### src/rtl/tmr_pkg.sv
// Shared definitions for the bus-tick countdown timer.
// Assumes a 32-bit register port with a 2-bit register select.
package tmr_pkg;
    typedef enum logic [1:0] {
        SEL_INIT  = 2'd0,
        SEL_CUR   = 2'd1,
        SEL_DIV   = 2'd2,
        SEL_ENTRY = 2'd3
    } reg_sel_e;

    localparam int ENT_MASK_BIT     = 16;
    localparam int ENT_PERIODIC_BIT = 17;
    localparam int ENT_STATUS_BIT   = 12;
    localparam logic [31:0] ENT_KEEP =
        32'h0000_00FF | (32'd1 << ENT_STATUS_BIT) |
        (32'd1 << ENT_MASK_BIT) | (32'd1 << ENT_PERIODIC_BIT);
    localparam logic [31:0] ENT_RESET = 32'd1 << ENT_MASK_BIT;
endpackage

### src/rtl/tmr_prescaler.sv
// Power-of-two prescaler: emits one divided tick every 2^((code+1) mod 2^CODE_W)
// bus ticks. Assumes bus_tick is a single-cycle pulse; restart clears the phase.
module tmr_prescaler #(
    parameter int CODE_W = 3
) (
    input  logic              clk,
    input  logic              rst_n,
    input  logic              restart,
    input  logic              bus_tick,
    input  logic [CODE_W-1:0] div_code,
    output logic              dtick
);
    localparam int PRE_W = (1 << CODE_W) - 1;

    logic [PRE_W-1:0]  pre_q;
    logic [PRE_W-1:0]  limit;
    logic [CODE_W-1:0] shift;

    // Decode divide code into the terminal phase count.
    always_comb begin
        shift = div_code + 1'b1;
        limit = ~({PRE_W{1'b1}} << shift);
        dtick = bus_tick && (pre_q >= limit);
    end

    // Advance the phase counter on each bus tick, wrapping at the limit.
    always_ff @(posedge clk) begin
        if (!rst_n || restart)
            pre_q <= '0;
        else if (bus_tick)
            pre_q <= dtick ? '0 : pre_q + 1'b1;
    end
endmodule

### src/rtl/tmr_downcount.sv
// Down counter with one-shot/periodic reload. A load takes priority over a
// divided tick. Expire is a combinational pulse on the 1->0 (or reload) step.
// A count of zero is the stopped state.
module tmr_downcount #(
    parameter int CNT_W = 32
) (
    input  logic             clk,
    input  logic             rst_n,
    input  logic             load,
    input  logic [CNT_W-1:0] load_val,
    input  logic             dtick,
    input  logic             periodic,
    output logic [CNT_W-1:0] init_q,
    output logic [CNT_W-1:0] cur_q,
    output logic             expire
);
    // Flag the final step of a running countdown.
    always_comb expire = dtick && !load && (cur_q == CNT_W'(1));

    // Hold the initial value and step the current count.
    always_ff @(posedge clk) begin
        if (!rst_n) begin
            init_q <= '0;
            cur_q  <= '0;
        end else if (load) begin
            init_q <= load_val;
            cur_q  <= load_val;
        end else if (dtick && cur_q != '0) begin
            if (expire)
                cur_q <= periodic ? init_q : '0;
            else
                cur_q <= cur_q - 1'b1;
        end
    end
endmodule

### src/rtl/tmr_entry.sv
// Timer vector-table entry. Writes pass the keep mask; while software
// enable is low the mask bit is forced set every cycle.
module tmr_entry
    import tmr_pkg::*;
(
    input  logic        clk,
    input  logic        rst_n,
    input  logic        wr,
    input  logic [31:0] wdata,
    input  logic        sw_enable,
    output logic [31:0] entry_q
);
    logic [31:0] entry_nxt;

    // Form the next entry value from the write and the software enable.
    always_comb begin
        entry_nxt = wr ? (wdata & ENT_KEEP) : entry_q;
        if (!sw_enable)
            entry_nxt[ENT_MASK_BIT] = 1'b1;
    end

    // Store the entry; reset leaves it masked.
    always_ff @(posedge clk) begin
        if (!rst_n)
            entry_q <= ENT_RESET;
        else
            entry_q <= entry_nxt;
    end
endmodule

### src/rtl/bus_countdown_timer.sv
// Top of the bus-tick countdown timer: register decode, divide register,
// delivery gating, request output and pending-expiry counter.
// Assumes a single-cycle write strobe and a combinational read path.
module bus_countdown_timer
    import tmr_pkg::*;
#(
    parameter int CNT_W  = 32,
    parameter int PEND_W = 8
) (
    input  logic              clk,
    input  logic              rst_n,
    input  logic              bus_tick,
    input  logic              ctl_enable,
    input  logic              sw_enable,
    input  logic              reg_wr,
    input  logic [1:0]        reg_addr,
    input  logic [31:0]       reg_wdata,
    output logic [31:0]       reg_rdata,
    output logic              irq_req,
    output logic [7:0]        irq_vector,
    output logic [PEND_W-1:0] pend_count
);
    localparam int CODE_W = 3;

    reg_sel_e         sel;
    logic             wr_init, wr_div, wr_ent;
    logic [31:0]      div_q;
    logic [31:0]      entry_q;
    logic [CNT_W-1:0] init_q, cur_q;
    logic             dtick, expire, deliver;

    // Decode the register select into write strobes.
    always_comb begin
        sel     = reg_sel_e'(reg_addr);
        wr_init = reg_wr && (sel == SEL_INIT);
        wr_div  = reg_wr && (sel == SEL_DIV);
        wr_ent  = reg_wr && (sel == SEL_ENTRY);
    end

    // Store the divide configuration (low nibble only).
    always_ff @(posedge clk) begin
        if (!rst_n)
            div_q <= '0;
        else if (wr_div)
            div_q <= reg_wdata & 32'h0000_000F;
    end

    tmr_prescaler #(.CODE_W(CODE_W)) u_pre (
        .clk      (clk),
        .rst_n    (rst_n),
        .restart  (wr_init || wr_div),
        .bus_tick (bus_tick),
        .div_code ({div_q[3], div_q[1:0]}),
        .dtick    (dtick)
    );

    tmr_downcount #(.CNT_W(CNT_W)) u_cnt (
        .clk      (clk),
        .rst_n    (rst_n),
        .load     (wr_init),
        .load_val (reg_wdata[CNT_W-1:0]),
        .dtick    (dtick),
        .periodic (entry_q[ENT_PERIODIC_BIT]),
        .init_q   (init_q),
        .cur_q    (cur_q),
        .expire   (expire)
    );

    tmr_entry u_ent (
        .clk       (clk),
        .rst_n     (rst_n),
        .wr        (wr_ent),
        .wdata     (reg_wdata),
        .sw_enable (sw_enable),
        .entry_q   (entry_q)
    );

    // Gate an expiry into a delivered request.
    always_comb deliver = expire && ctl_enable && sw_enable && !entry_q[ENT_MASK_BIT];

    // Register the request pulse and its vector.
    always_ff @(posedge clk) begin
        if (!rst_n) begin
            irq_req    <= 1'b0;
            irq_vector <= '0;
        end else begin
            irq_req <= deliver;
            if (deliver)
                irq_vector <= entry_q[7:0];
        end
    end

    // Count delivered expiries, saturating; cleared on load or software disable.
    always_ff @(posedge clk) begin
        if (!rst_n || wr_init || !sw_enable)
            pend_count <= '0;
        else if (deliver && pend_count != {PEND_W{1'b1}})
            pend_count <= pend_count + 1'b1;
    end

    // Return the selected register.
    always_comb begin
        case (sel)
            SEL_INIT: reg_rdata = 32'(init_q);
            SEL_CUR:  reg_rdata = 32'(cur_q);
            SEL_DIV:  reg_rdata = div_q;
            default:  reg_rdata = entry_q;
        endcase
    end
endmodule

### config.mk
export PLATFORM = sky130hd
export DESIGN_NAME = bus_countdown_timer
export DESIGN_NICKNAME = d
export VERILOG_FILES = /design/src/rtl/tmr_pkg.sv /design/src/rtl/tmr_prescaler.sv /design/src/rtl/tmr_downcount.sv /design/src/rtl/tmr_entry.sv /design/src/rtl/bus_countdown_timer.sv
export SDC_FILE = /design/constraint.sdc
export NUM_CORES = 1
export LEC_CHECK = 0
export BUFFER_PORTS_ARGS = -buffer_cell sky130_fd_sc_hd__buf_4
export CAP_MARGIN = 25
export CORE_MARGIN = 4
export CORE_UTILIZATION = 25
export CTS_BUF_LIST = sky130_fd_sc_hd__clkbuf_16
export CTS_CLUSTER_SIZE = 28
export DETAILED_ROUTE_END_ITERATION = 8
export HOLD_SLACK_MARGIN = 0.1
export PLACE_DENSITY = 0.5
export SLEW_MARGIN = 5
export SYNTH_ARGS = -nofsm -noshare
export SYNTH_HDL_FRONTEND = slang
export SYNTH_SLANG_ARGS = --single-unit
### constraint.sdc
create_clock -name clk -period 7 [get_ports clk]
set_clock_uncertainty 0.15 [all_clocks]
set_input_delay 0.35 -clock clk [delete_from_list [all_inputs] [get_ports clk]]
set_output_delay 0.35 -clock clk [all_outputs]
set_load 0.05 [all_outputs]
### Word-level counts from Yosys, hierarchy flattened

Cells that the tools add are included.

| word-level totals | value |
|---|---|
| flip-flop bits (word level) | 103 |
| input port bits | 40 |
| logic and storage cells | 50 |

| operators by class | value |
|---|---|
| $add $sub $neg | 4 |
| $lt $le $gt $ge | 1 |
| equal/unequal tests | 5 |
| shift-type cells | 1 |
| muxes and demuxes | 6 |
| bitwise operators | 1 |
| reductions and logical operators | 23 |

Operators with widths:

| kind | number |
|---|---|
| 2-to-1 mux 32 bit | 4 |
| case mux 32 bit (3 select lines) | 1 |
| equality test 32 x 1 -> 1 bit (second input constant) | 1 |
| nonzero test 32 bit | 1 |
| subtractor 32 x 1 -> 32 bit (second input constant) | 1 |
| logical AND 1 bit | 11 |
| adder 8 x 1 -> 8 bit (second input constant) | 1 |
| inequality test 8 bit (second input constant) | 1 |
| adder 7 x 1 -> 7 bit (second input constant) | 1 |
| greater-or-equal comparator 7 bit | 1 |
| 2-to-1 mux 7 bit | 1 |
| NOT 7 bit | 1 |
| << shifter 7 x 3 -> 7 bit (first input constant) | 1 |
| equality test 2 bit (second input constant) | 2 |
| logical NOT 1 bit | 4 |
| logical OR 1 bit | 4 |
| adder 3 x 1 -> 3 bit (second input constant) | 1 |
| equality test 2 x 1 -> 1 bit (second input constant) | 1 |
| logical NOT 2 bit | 1 |
| AND reduction 2 bit | 1 |
| nonzero test 2 bit | 1 |

### Logic depth before layout (Yosys ltp)

Gate-level depths: netlist (run 1).

| logic depth | value |
|---|---|
| depth in word-level cells | 11 |
| depth in mapped cells | 14 |
| mapped depth without buffers | 12 |

### By module

From an unflattened synthesis (run 1), not the netlist that was laid out.

| unflattened totals | value |
|---|---|
| cells, all modules | 734 |
| area, all modules | 6326.1 um2 |

By module, submodules not included:

| module | instances | cells an instance | area an instance (um2) |
|---|---|---|---|
| tmr_downcount | 1 | 415 | 3528.4 |
| bus_countdown_timer | 1 | 200 | 1646.6 |
| tmr_prescaler | 1 | 62 | 576.8 |
| tmr_entry | 1 | 57 | 574.3 |

### Worst setup path after synthesis (run 1)

Ideal clock, no wire load.

| timing path | value |
|---|---|
| kind | reg-to-reg |
| start point | register div_q[1] |
| end point | register u_cnt.cur_q[24] |
| setup time | 0.078 ns |
| data arrival time | 3.031 ns |
| data required time | 6.772 ns |
| path slack | 3.741 ns |
| stages on the path, launching flop included | 14 |
| clock period less this slack | 3.259 ns |
| path through | dfxtp_1 > ha_1 > inv_1 > ha_1 > or2_2 > ha_1 > and3_1 > and3_1 > a22oi_1 > nand2_1 > nand3_1 > clkbuf_1 > o211ai_1 > a32oi_1 |

| on the way | value |
|---|---|
| word-level cells in the longest chain between the ends | 10 |
| elaborated cells on any way between the ends | 12 |
| those cells by class | add/sub (1); order compare (1); shift (1); mux (3); bitwise (1); reduce/logical (5) |

RTL lines:

| item | line | text |
|---|---|---|
| start: declaration | bus_countdown_timer.sv:27 | `logic [31:0] div_q;` |
| start signal: assignment | bus_countdown_timer.sv:45 | `div_q <= reg_wdata & 32'h0000_000F;` |
| adder 3 x 1 -> 3 bit (*) | tmr_prescaler.sv:21 | `shift = div_code + 1'b1;` |
| << shifter 7 x 3 -> 7 bit (*) | tmr_prescaler.sv:22 | `limit = ~({PRE_W{1'b1}} << shift);` |
| NOT 7 bit (*) | tmr_prescaler.sv:22 |  |
| greater-or-equal comparator 7 bit (*) | tmr_prescaler.sv:23 | `dtick = bus_tick && (pre_q >= limit);` |
| logical AND 1 bit (*) | tmr_prescaler.sv:23 |  |
| logical AND 1 bit (2 in a row) | tmr_downcount.sv:18 | `always_comb expire = dtick && !load && (cur_q == CNT_W'(1));` |
| 2-to-1 mux 32 bit | tmr_downcount.sv:29 | `if (expire)` |
| 2-to-1 mux 32 bit | tmr_downcount.sv:28 | `end else if (dtick && cur_q != '0) begin` |
| 2-to-1 mux 32 bit | tmr_downcount.sv:25 | `end else if (load) begin` |
| end signal: assignment | tmr_downcount.sv:27 | `cur_q <= load_val;` |
| end signal: assignment | tmr_downcount.sv:30 | `cur_q <= periodic ? init_q : '0;` |
| end signal: assignment | tmr_downcount.sv:32 | `cur_q <= cur_q - 1'b1;` |
| end: declaration | tmr_downcount.sv:14 | `output logic [CNT_W-1:0] cur_q,` |

Every way passes the cells marked *; elsewhere a longest branch is shown, timed or not. The select of a mux whose other input is x is not followed.
A chain may end at the register's enable or synchronous reset.

### Final worst setup path (run 1)

| timing path | value |
|---|---|
| start point | input port reg_addr[0] |
| end point | register u_cnt.cur_q[29] |

| on the way | value |
|---|---|
| word-level cells in the longest chain between the ends | 8 |
| elaborated cells on any way between the ends | 9 |
| those cells by class | mux (3); reduce/logical (6) |

RTL lines:

| item | line | text |
|---|---|---|
| start: declaration | bus_countdown_timer.sv:16 | `input logic [1:0] reg_addr,` |
| logical NOT 2 bit (*) | bus_countdown_timer.sv:35 | `wr_init = reg_wr && (sel == SEL_INIT);` |
| logical AND 1 bit (*) | bus_countdown_timer.sv:35 |  |
| logical NOT 1 bit | tmr_downcount.sv:18 |  |
| logical AND 1 bit (2 in a row) | tmr_downcount.sv:18 |  |
| 2-to-1 mux 32 bit | tmr_downcount.sv:29 |  |
| 2-to-1 mux 32 bit | tmr_downcount.sv:28 |  |
| 2-to-1 mux 32 bit | tmr_downcount.sv:25 |  |

Marked as above.

==> results_dict.tcl, run 1 <==
set metrics [dict create \
    p_comb_share_pct 27.5 \
    path_max_fanout 64 \
    slew_headroom_pct 36.6 \
    synth_common_cells "nand2_1, dfxtp_1, a21oi_1, nor2_1" \
    grt_remaining_overflow 0 \
    cellPowerDensity_nw_per_um2 230 \
    grt_pass1_wl_um 31400 \
    status "finished, final reports clean" \
    cts.htree.levels 3 \
    start_util_pct 25.4 \
    rows 56 \
    nNetsFinal 891 \
    coreArea_um2 23400 \
    crit_top_cell "buf_4" \
    min_delay_path_depth 3 \
    grtUsageTotal_pct 14.8 \
    worst_r2r_path_depth 13 \
    num_io_pins 89 \
    cts_tree "done" \
    final_hold_viol_count 0 \
    cp_slowest_cell "or4_1" \
    switching_share_pct 33.3 \
    tns_ps 0 \
    hp-class "in -> reg" \
    grt_max_degree 66 \
    endpoint_kind "register" \
    slowest_delay_ps 730 \
    fin_cells 1160 \
    fin_crit_ps 4210 \
    post_cts_resized 0 \
    die_y_um 162 \
    cp.buffers_inverters 3 \
    power_frac_seq_pct 40.4 \
    viasPerCell 4.95 \
    cts.clk_slew.worst_paths_ps 70 \
    tightest_slew_ps 944 \
    worstReg2RegStart "div_q[1]" \
    postLayoutCoreUtil_pct 30.7 \
    die_w_um 162 \
    gp_congestion 0.794 \
    drive_above_1_share_pct 15.1 \
    antenna_found_initial 0 \
    rsz0062_at_grt "no" \
    wl_um 19600 \
    leakage_nw 2.70 \
    synth_cell_types 59 \
    ir_worst_vdd_uv 109 \
    p_int_mw 1.10 \
    clock_latency_ps 350 \
    portBuffers 88 \
    drv_slew 0 \
    synth_area_per_cell_um2 7.60 \
    postSynthCellCount 781 \
    yosys.area.top_type "dfxtp_1" \
    r2r_slack_ps 2960 \
    synth-compound-area-share_pct 18.0 \
    worstPathArrival_ps 4290 \
    cts_num_sinks 103 \
    dp_hpwl_um 13800 \
    antenna_cells 0 \
    cts_buffer_depth 2 \
    muxShareOfSynthArea_pct 7.42 \
    fmax_ghz 0.238 \
    synth.area.top_cells "dfxtp_1, nand2_1, a21oi_1" \
    detail_route.iter0.violations 362 \
    numCtsBuffers 9 \
    area_delta_synth_final_pct 21.0 \
    clock_power_share_pct 32.1 \
    ys_async_sr_fraction_pct 0 \
    drv_cap 0 \
    wl_per_cell_um 16.9 \
    ys_ff_latch 103 \
    drc 0 \
    synth_top_family_by_area "simple AND/OR/NAND/NOR gates" \
    grt_pass1_vias 5495 \
    crit_type "in -> reg" \
    power.total_mw 1.66 \
    vias 5737 \
    setup_violations 0 \
    synthAdderAreaFrac_pct 3.12 \
    yosysMostFrequentCell "nand2_1" \
    dieArea_um2 26300 \
    holdPathEnd "u_cnt.init_q[11]" \
    synth_warnings 0 \
    final.period_utilization_pct 60.1 \
    power.switching_mw 0.552 \
    synth-simple-area-share_pct 28.2 \
    path_cells "buf_4 -> or3b_2 -> buf_4 -> nand3_1 -> or4_1 -> a21oi_2 -> buf_4 -> nor2_1 -> a221oi_1 -> o22ai_1" \
    critPathRequiredTime_ps 7080 \
    drt.antenna.violating_nets 0 \
    dpl.cell_count 1138 \
    cp-start-kind "primary input" \
    synthesis.area_um2 5940 \
    worstHoldStart "reg_wdata[11]" \
    clockRootBuffer "clkbuf_16" \
    yosys.area.top_type_share_pct 34.7 \
    r2r_end "u_cnt.cur_q[29]" \
    cp_top_family "buffers and inverters" \
    synth_nets 835 \
    synth_ff_type "dfxtp_1" \
    synth_edf_count 0 \
    synthXorXnorAreaFrac_pct 3.69 \
    yosysSeqAreaShare_pct 34.7 \
    firstDrtPassIters 5 \
]
## through the flow
| step | worst slack [ps] | hold slack, ps | cell area [um2] |
|---|---|---|---|
| 5_1_grt | 2470 | 105 | 7180 |
| 4_1_cts | 2790 | 100 | 7180 |
| 3_5_place_dp | 2400 | 297 | 6810 |
| 3_3_place_gp | 2470 | 295 | 6810 |
| 6_report | 2790 | 112 | 7180 |
| 2_1_floorplan | 3740 | 274 | 5940 |
## power groups by stage
stage	Clock (mW)	Sequential, mW	Combinational (mW)
finish	0.531	0.669	0.456
floorplan	0	0.658	0.348
detailed placement	0	0.682	0.452
global route	0.565	0.675	0.505
global placement	0	0.681	0.452
CTS	0.550	0.668	0.458
## per-layer routing
metal | global-route usage (%) | vias up | share of wire, %
met5 | 0 | - | 0
met4 | 2.85 | 0 | 1.0
met3 | 3.58 | 15 | 5.7
met2 | 22.8 | 144 | 44
met1 | 21.2 | 2694 | 49
li1 | - | 2884 | -
## area by class of cell
class	instances	area, um2
well taps	319	399
clock buffers	9	225
flip-flops and latches	103	2060
fillers	2576	16200
repair buffers	101	776
clock inverters	6	77.6
inverters	12	45.0
multi-input cells	610	3600
## tightest hold or removal path: stages
cell and delay, ps:
buf_4 110, nand2_1 50, a21oi_1 50
## worst max path at each step
stage	startpoint	to	slack [ps]	depth (start not counted)
floorplan	div_q[1]	u_cnt.cur_q[24]	3740	13
global placement	reg_addr[0]	u_cnt.cur_q[11]	2470	10
detailed placement	reg_addr[0]	u_cnt.cur_q[29]	2400	10
CTS	reg_addr[0]	u_cnt.cur_q[29]	2790	10
global route	reg_addr[0]	u_cnt.cur_q[29]	2470	10
finish	reg_addr[0]	u_cnt.cur_q[29]	2790	10
## flip-flops by register name, summed over array words and instances, names as in the netlist
register	count
u_cnt.init_q	32
u_cnt.cur_q	32
irq_vector	8
irq_req	1
u_ent.entry_q	11
div_q	4
u_pre.pre_q	7
pend_count	8
## repair_timing
item,4_1_cts,5_1_grt
setup buffers,0,0
hold endpoints to repair,8,0
endpoints found under the setup margin,0,0
hold buffers,7,0
## cells by family after synthesis
family | count (synthesis)
and+or+nand+nor | 353
xor gates and xnor gates | 25
muxes | 39
DFF | 103
adders and majority gates | 15
buffers and inverters | 68
AOI/OAI and AO/OA | 178
## cell usage in the layout (no fill, tap or decap), drive strengths merged, types with 8 or more instances in the layout
cell / n
a211oi: 9
inv: 13
and2: 8
or4: 9
xnor2: 14
mux2i: 35
nand4: 12
clkbuf: 9
nor4: 14
a21oi: 84
nand2: 158
xor2: 11
dfxtp: 103
nor3: 14
a311oi: 8
buf: 94
o22ai: 10
o21ai: 33
nor2: 81
ha: 14
nand3: 25
(Power assumes the default switching activity.)
==> run 2: changes to the inputs <==
PLACE_DENSITY = 0.52   (was 0.5)
clock period = 3.5 ns   (was 7 ns; I/O delays follow)
==> run 2 against run 1 <==
Sequential share of layout area down 2.0 points. Cell count up 5.3%. Count of clock-buffer cells in the layout unchanged. Sequential power up 99%. Combinational power up 130%. Utilization up 2.4 points. Wire length up 3.9%. Critical path depth up 2. Critical endpoint is now pend_count[5]. Largest cell class unchanged.
==> results_dict.tcl, run 2 (synthesis gave the netlist of run 1 again) <==
set metrics [dict create \
    status "finished, final reports clean" \
    vias 6011 \
    post-cts-setup-buffers 0 \
    cts_buffer_depth 2 \
    fin_cells 1221 \
    r2r_end "pend_count[5]" \
    grt_pass1_vias 5917 \
    hp-class "in -> reg" \
    start_util_pct 25.4 \
    worstReg2RegStart "div_q[0]" \
    power.switching_mw 1.17 \
    nNetsFinal 951 \
    antenna_cells 0 \
    gp_congestion 0.874 \
    crit_type "reg -> reg" \
    fillers 2528 \
    cp_slowest_cell "or4_1" \
    r2r_slack_ps 180 \
    cp.buffers_inverters 2 \
    worstPathArrival_ps 3450 \
    leakage_nw 2.95 \
    final_cell_mix "nand2_1, buf_4, dfxtp_1" \
    fmax_ghz 0.301 \
    cp_top_family "simple AND/OR/NAND/NOR gates" \
    slowest_delay_ps 500 \
    final.period_utilization_pct 94.9 \
    grt_remaining_overflow 0 \
    die_w_um 162 \
    holdWs_ps 115 \
    dieArea_um2 26300 \
    worst_slack_ps 179 \
    setup_violations 0 \
    drc 0 \
    path_max_fanout 7 \
    pre_cts_ws_ps 7.87 \
    clockRootBuffer "clkbuf_16" \
    endpoint_kind "register" \
    die_y_um 162 \
    rows 56 \
    clock_latency_ps 360 \
    p_comb_share_pct 30.3 \
    ir_worst_vdd_uv 215 \
    drv_slew 0 \
    switching_share_pct 34.3 \
    wl_per_cell_um 16.7 \
    reg_top3 "u_cnt.cur_q: 32 flops, u_cnt.init_q: 32 flops, u_ent.entry_q: 11 flops" \
    dp_hpwl_um 14700 \
    tightest_slew_ps 755 \
    cts_tree "done" \
    p_int_mw 2.23 \
    portBuffers 88 \
    critPathRequiredTime_ps 3630 \
    power_frac_seq_pct 39.3 \
    dpl.cell_count 1170 \
    coreArea_um2 23400 \
    wl_um 20400 \
    final_hold_viol_count 0 \
    antenna_found_initial 0 \
    slew_headroom_pct 49.7 \
    drive_above_1_share_pct 18.8 \
    num_io_pins 89 \
    viasPerCell 4.92 \
    clock_power_share_pct 30.5 \
    firstDrtPassIters 5 \
    grtUsageTotal_pct 15.4 \
    cellPowerDensity_nw_per_um2 439 \
    detail_route.iter0.violations 482 \
    worstHoldStart "ctl_enable" \
    grt_max_degree 65 \
    holdPathEnd "irq_req" \
    path_cells "ha_1 -> inv_1 -> ha_2 -> or2_2 -> ha_1 -> and3_4 -> and3_1 -> a22oi_2 -> buf_4 -> a211o_4 -> or4_1 -> a21oi_1" \
    min_delay_path_depth 3 \
    cts_num_sinks 103 \
    final_common_cell "nand2_1" \
    cts.clk_slew.worst_paths_ps 70 \
    area_delta_synth_final_pct 30.3 \
    grt_pass1_wl_um 32800 \
    fin_crit_ps 3320 \
    numCtsBuffers 9 \
    drt.antenna.violating_nets 0 \
    cp-start-kind "register" \
    cts.htree.levels 3 \
    drv_cap 0 \
    crit_top_cell "ha_1" \
    worst_r2r_path_depth 12 \
]
[run 2: cell type report]
cell class,instances,area (um2),area share [%]
multi-input combinational,610,3630,47.0
sequential,103,2060,26.7
timing repair buffer,161,1300,16.8
tap,319,399,5.16
clock buffer,9,225,2.91
clock inverter,7,73.8,0.954
inverter,12,45.0,0.582
[run 2: power by group through the flow]
stage                     logic [mW]  registers, mW  clock network, mW
after floorplan                0.695           1.32                  0
after CTS                       1.03           1.33               1.07
after detailed placement       0.990           1.36                  0
after global routing            1.13           1.34               1.11
final                           1.03           1.33               1.03
after global placement         0.988           1.36                  0
[run 2: worst max-delay path by stage]
stage / startpoint / endpoint / slack [ps] / cells after the start
2_1_floorplan: div_q[1] / u_cnt.cur_q[24] / 240 / 13
3_3_place_gp: div_q[1] / pend_count[7] / 140 / 12
3_5_place_dp: div_q[1] / pend_count[7] / 8 / 12
4_1_cts: div_q[1] / pend_count[7] / 40 / 11
5_1_grt: div_q[0] / pend_count[7] / -1 / 12
6_report: div_q[0] / pend_count[5] / 180 / 12
[run 2: what timing repair did]
item                       CTS  global route
hold buffers                35             0
gates resized for setup      1             9
pin swaps                    0             1
hold endpoints to repair    80             0
setup endpoints to repair    1            46
[run 2: metal layers]
| layer | global-route usage (%) | wire [um] | vias to the layer above |
|---|---|---|---|
| li1 | - | - | 2990 |
| met1 | 22.0 | 9810 | 2812 |
| met2 | 23.7 | 9140 | 187 |
| met3 | 3.30 | 1140 | 22 |
| met4 | 3.92 | 308 | 0 |
| met5 | 0 | 0 | - |
[run 2: worst min-delay path: stages]
cell      delay, ps
buf_4           120
nand3b_1        190
nor4_1          100
[run 2: per-stage QoR]
step | total power, mW | area (um2) | utilization [%] | setup TNS, ps
2_1_floorplan | 2.01 | 5940 | - | 0
3_3_place_gp | 2.35 | 7050 | 30.1 | 0
3_5_place_dp | 2.35 | 7050 | 30.1 | 0
4_1_cts | 3.43 | 7700 | 32.9 | 0
5_1_grt | 3.58 | 7740 | 33.1 | -1.04
6_report | 3.40 | 7740 | 33.1 | 0
==> run 3: changes to the inputs <==
ABC_CLOCK_PERIOD_IN_PS = 3500   (was default)
CTS_BUF_LIST = sky130_fd_sc_hd__clkbuf_4 sky130_fd_sc_hd__clkbuf_8 sky130_fd_sc_hd__clkbuf_16   (was sky130_fd_sc_hd__clkbuf_16)
SETUP_SLACK_MARGIN = 0.3   (was default)
==> run 3 against run 2 <==
Cell count decreased by 0.25%. Clock power increased by 9%. Fmax increased by 5.9%. Critical endpoint is now pend_count[7].
==> results_dict.tcl, run 3 (synthesis gave the netlist of run 1 again) <==
set metrics [dict create \
    status "finished, final reports clean" \
    path_cells "ha_4 -> inv_2 -> ha_4 -> or2_4 -> ha_4 -> and3_4 -> and3_4 -> a22oi_2 -> buf_4 -> a211o_4 -> or4_4 -> a21oi_2" \
    start_util_pct 25.4 \
    grtUsageTotal_pct 15.2 \
    cp_top_family "simple AND/OR/NAND/NOR gates" \
    die_w_um 162 \
    cts.clk_slew.worst_paths_ps 80 \
    cts_tree "done" \
    final_area_um2 7880 \
    endpoint_kind "register" \
    portBuffers 88 \
    setup_violations 0 \
    cts_buffer_depth 2 \
    wl_per_cell_um 16.8 \
    critPathRequiredTime_ps 3630 \
    power.total_mw 3.48 \
    numCtsBuffers 9 \
    final.period_utilization_pct 89.6 \
    dp_hpwl_um 14400 \
    worstPathArrival_ps 3270 \
    fillers 2544 \
    reg_top3 "u_cnt.cur_q: 32 flops, u_cnt.init_q: 32 flops, u_ent.entry_q: 11 flops" \
    pre_cts_ws_ps 42.9 \
    detail_route.iter0.violations 366 \
    cts.htree.levels 3 \
    cp.buffers_inverters 2 \
    antenna_found_initial 0 \
    fin_cells 1218 \
    fmax_ghz 0.319 \
    seq_area_um2 2070 \
    drt.antenna.violating_nets 0 \
    tightest_slew_ps 760 \
    final_hold_viol_count 0 \
    cp-start-kind "register" \
    slowest_delay_ps 520 \
    multi_input_area_um2 3740 \
    drc 0 \
    worst_slack_ps 363 \
    vias 6035 \
    path_max_fanout 7 \
    viasPerCell 4.95 \
    clockRootBuffer "clkbuf_16" \
    ir_worst_vdd_uv 317 \
    dieArea_um2 26300 \
    grt_remaining_overflow 0 \
    die_y_um 162 \
    gp_congestion 0.814 \
    area_delta_synth_final_pct 32.6 \
    cp_slowest_cell "or4_4" \
    num_io_pins 89 \
    fin_crit_ps 3140 \
    final_common_cell "nand2_1" \
    cts_num_sinks 103 \
    crit_type "reg -> reg" \
    hp-class "in -> reg" \
    wl_um 20500 \
    grt_max_degree 65 \
    antenna_cells 0 \
    final_cell_mix "nand2_1, buf_4, dfxtp_1" \
    rows 56 \
    nNetsFinal 948 \
    slew_headroom_pct 49.3 \
    grt_pass1_wl_um 32300 \
    drv_cap 0 \
    dpl.cell_count 1165 \
    cellPowerDensity_nw_per_um2 442 \
    dpl_cell_area_um2 7040 \
    tns_ps 0 \
    drive_above_1_share_pct 20.0 \
    crit_top_cell "ha_4" \
    clock_latency_ps 360 \
    drv_slew 0 \
    leakage_nw 3.00 \
    grt_pass1_vias 5776 \
    firstDrtPassIters 5 \
    coreArea_um2 23400 \
    rsz0062_at_grt "yes" \
]
run 3: changes by cell type in the layout (fill, tap and decap cells not counted), sizes merged:
cell | before | now
buf | 126 | 123
clkinvlp | 3 | 1
bufinv | 1 | 2
inv | 12 | 14
clkinv | 3 | 2
run 3: worst paths after layout:
check           startpoint            end  cells past startpoint  slack (ps)
max reg2reg       div_q[0]  pend_count[7]                     12         360
max               div_q[0]  pend_count[7]                     12         360
min             ctl_enable        irq_req                      3         120
min reg2reg  irq_vector[6]  irq_vector[6]                      2         310
run 3: through the flow:
stage               util, %  hold slack [ps]
global placement       30.1              254
finish                 33.7              123
global route           33.7              134
floorplan                 -             98.9
CTS                    33.3              115
detailed placement     30.1              256
run 3: routing by layer:
layer	wire length, um	GRT usage [%]
met5	0	0
met2	9350	23.9
met3	974	2.82
met1	9880	21.7
met4	255	3.69
run 3: report_power, final:
group          switching (mW)  total (mW)  internal (mW)
clock                   0.490        1.12          0.631
combinational           0.588        1.03          0.439
sequential              0.100        1.33           1.23
run 3: what timing repair did:
action                     in CTS  in global routing
hold buffers                   35                  0
setup endpoints to repair      47                 20
setup buffers                   1                  1
resized for setup              14                 15
hold endpoints to repair       78                  0
pin swaps                       2                  6
cloned                          0                  0
run 3: cell type report:
class                      instances  area share, %
multi-input combinational        610           47.5
sequential                       103           26.2
timing repair buffer             158           16.5
tap                              319           5.07
clock buffer                       9           2.86
clock inverter                     7           1.21
inverter                          12          0.572
run 3: worst min-delay path, stage by stage:
cell and delay, ps:
buf_4 120, nand3b_1 190, nor4_1 100
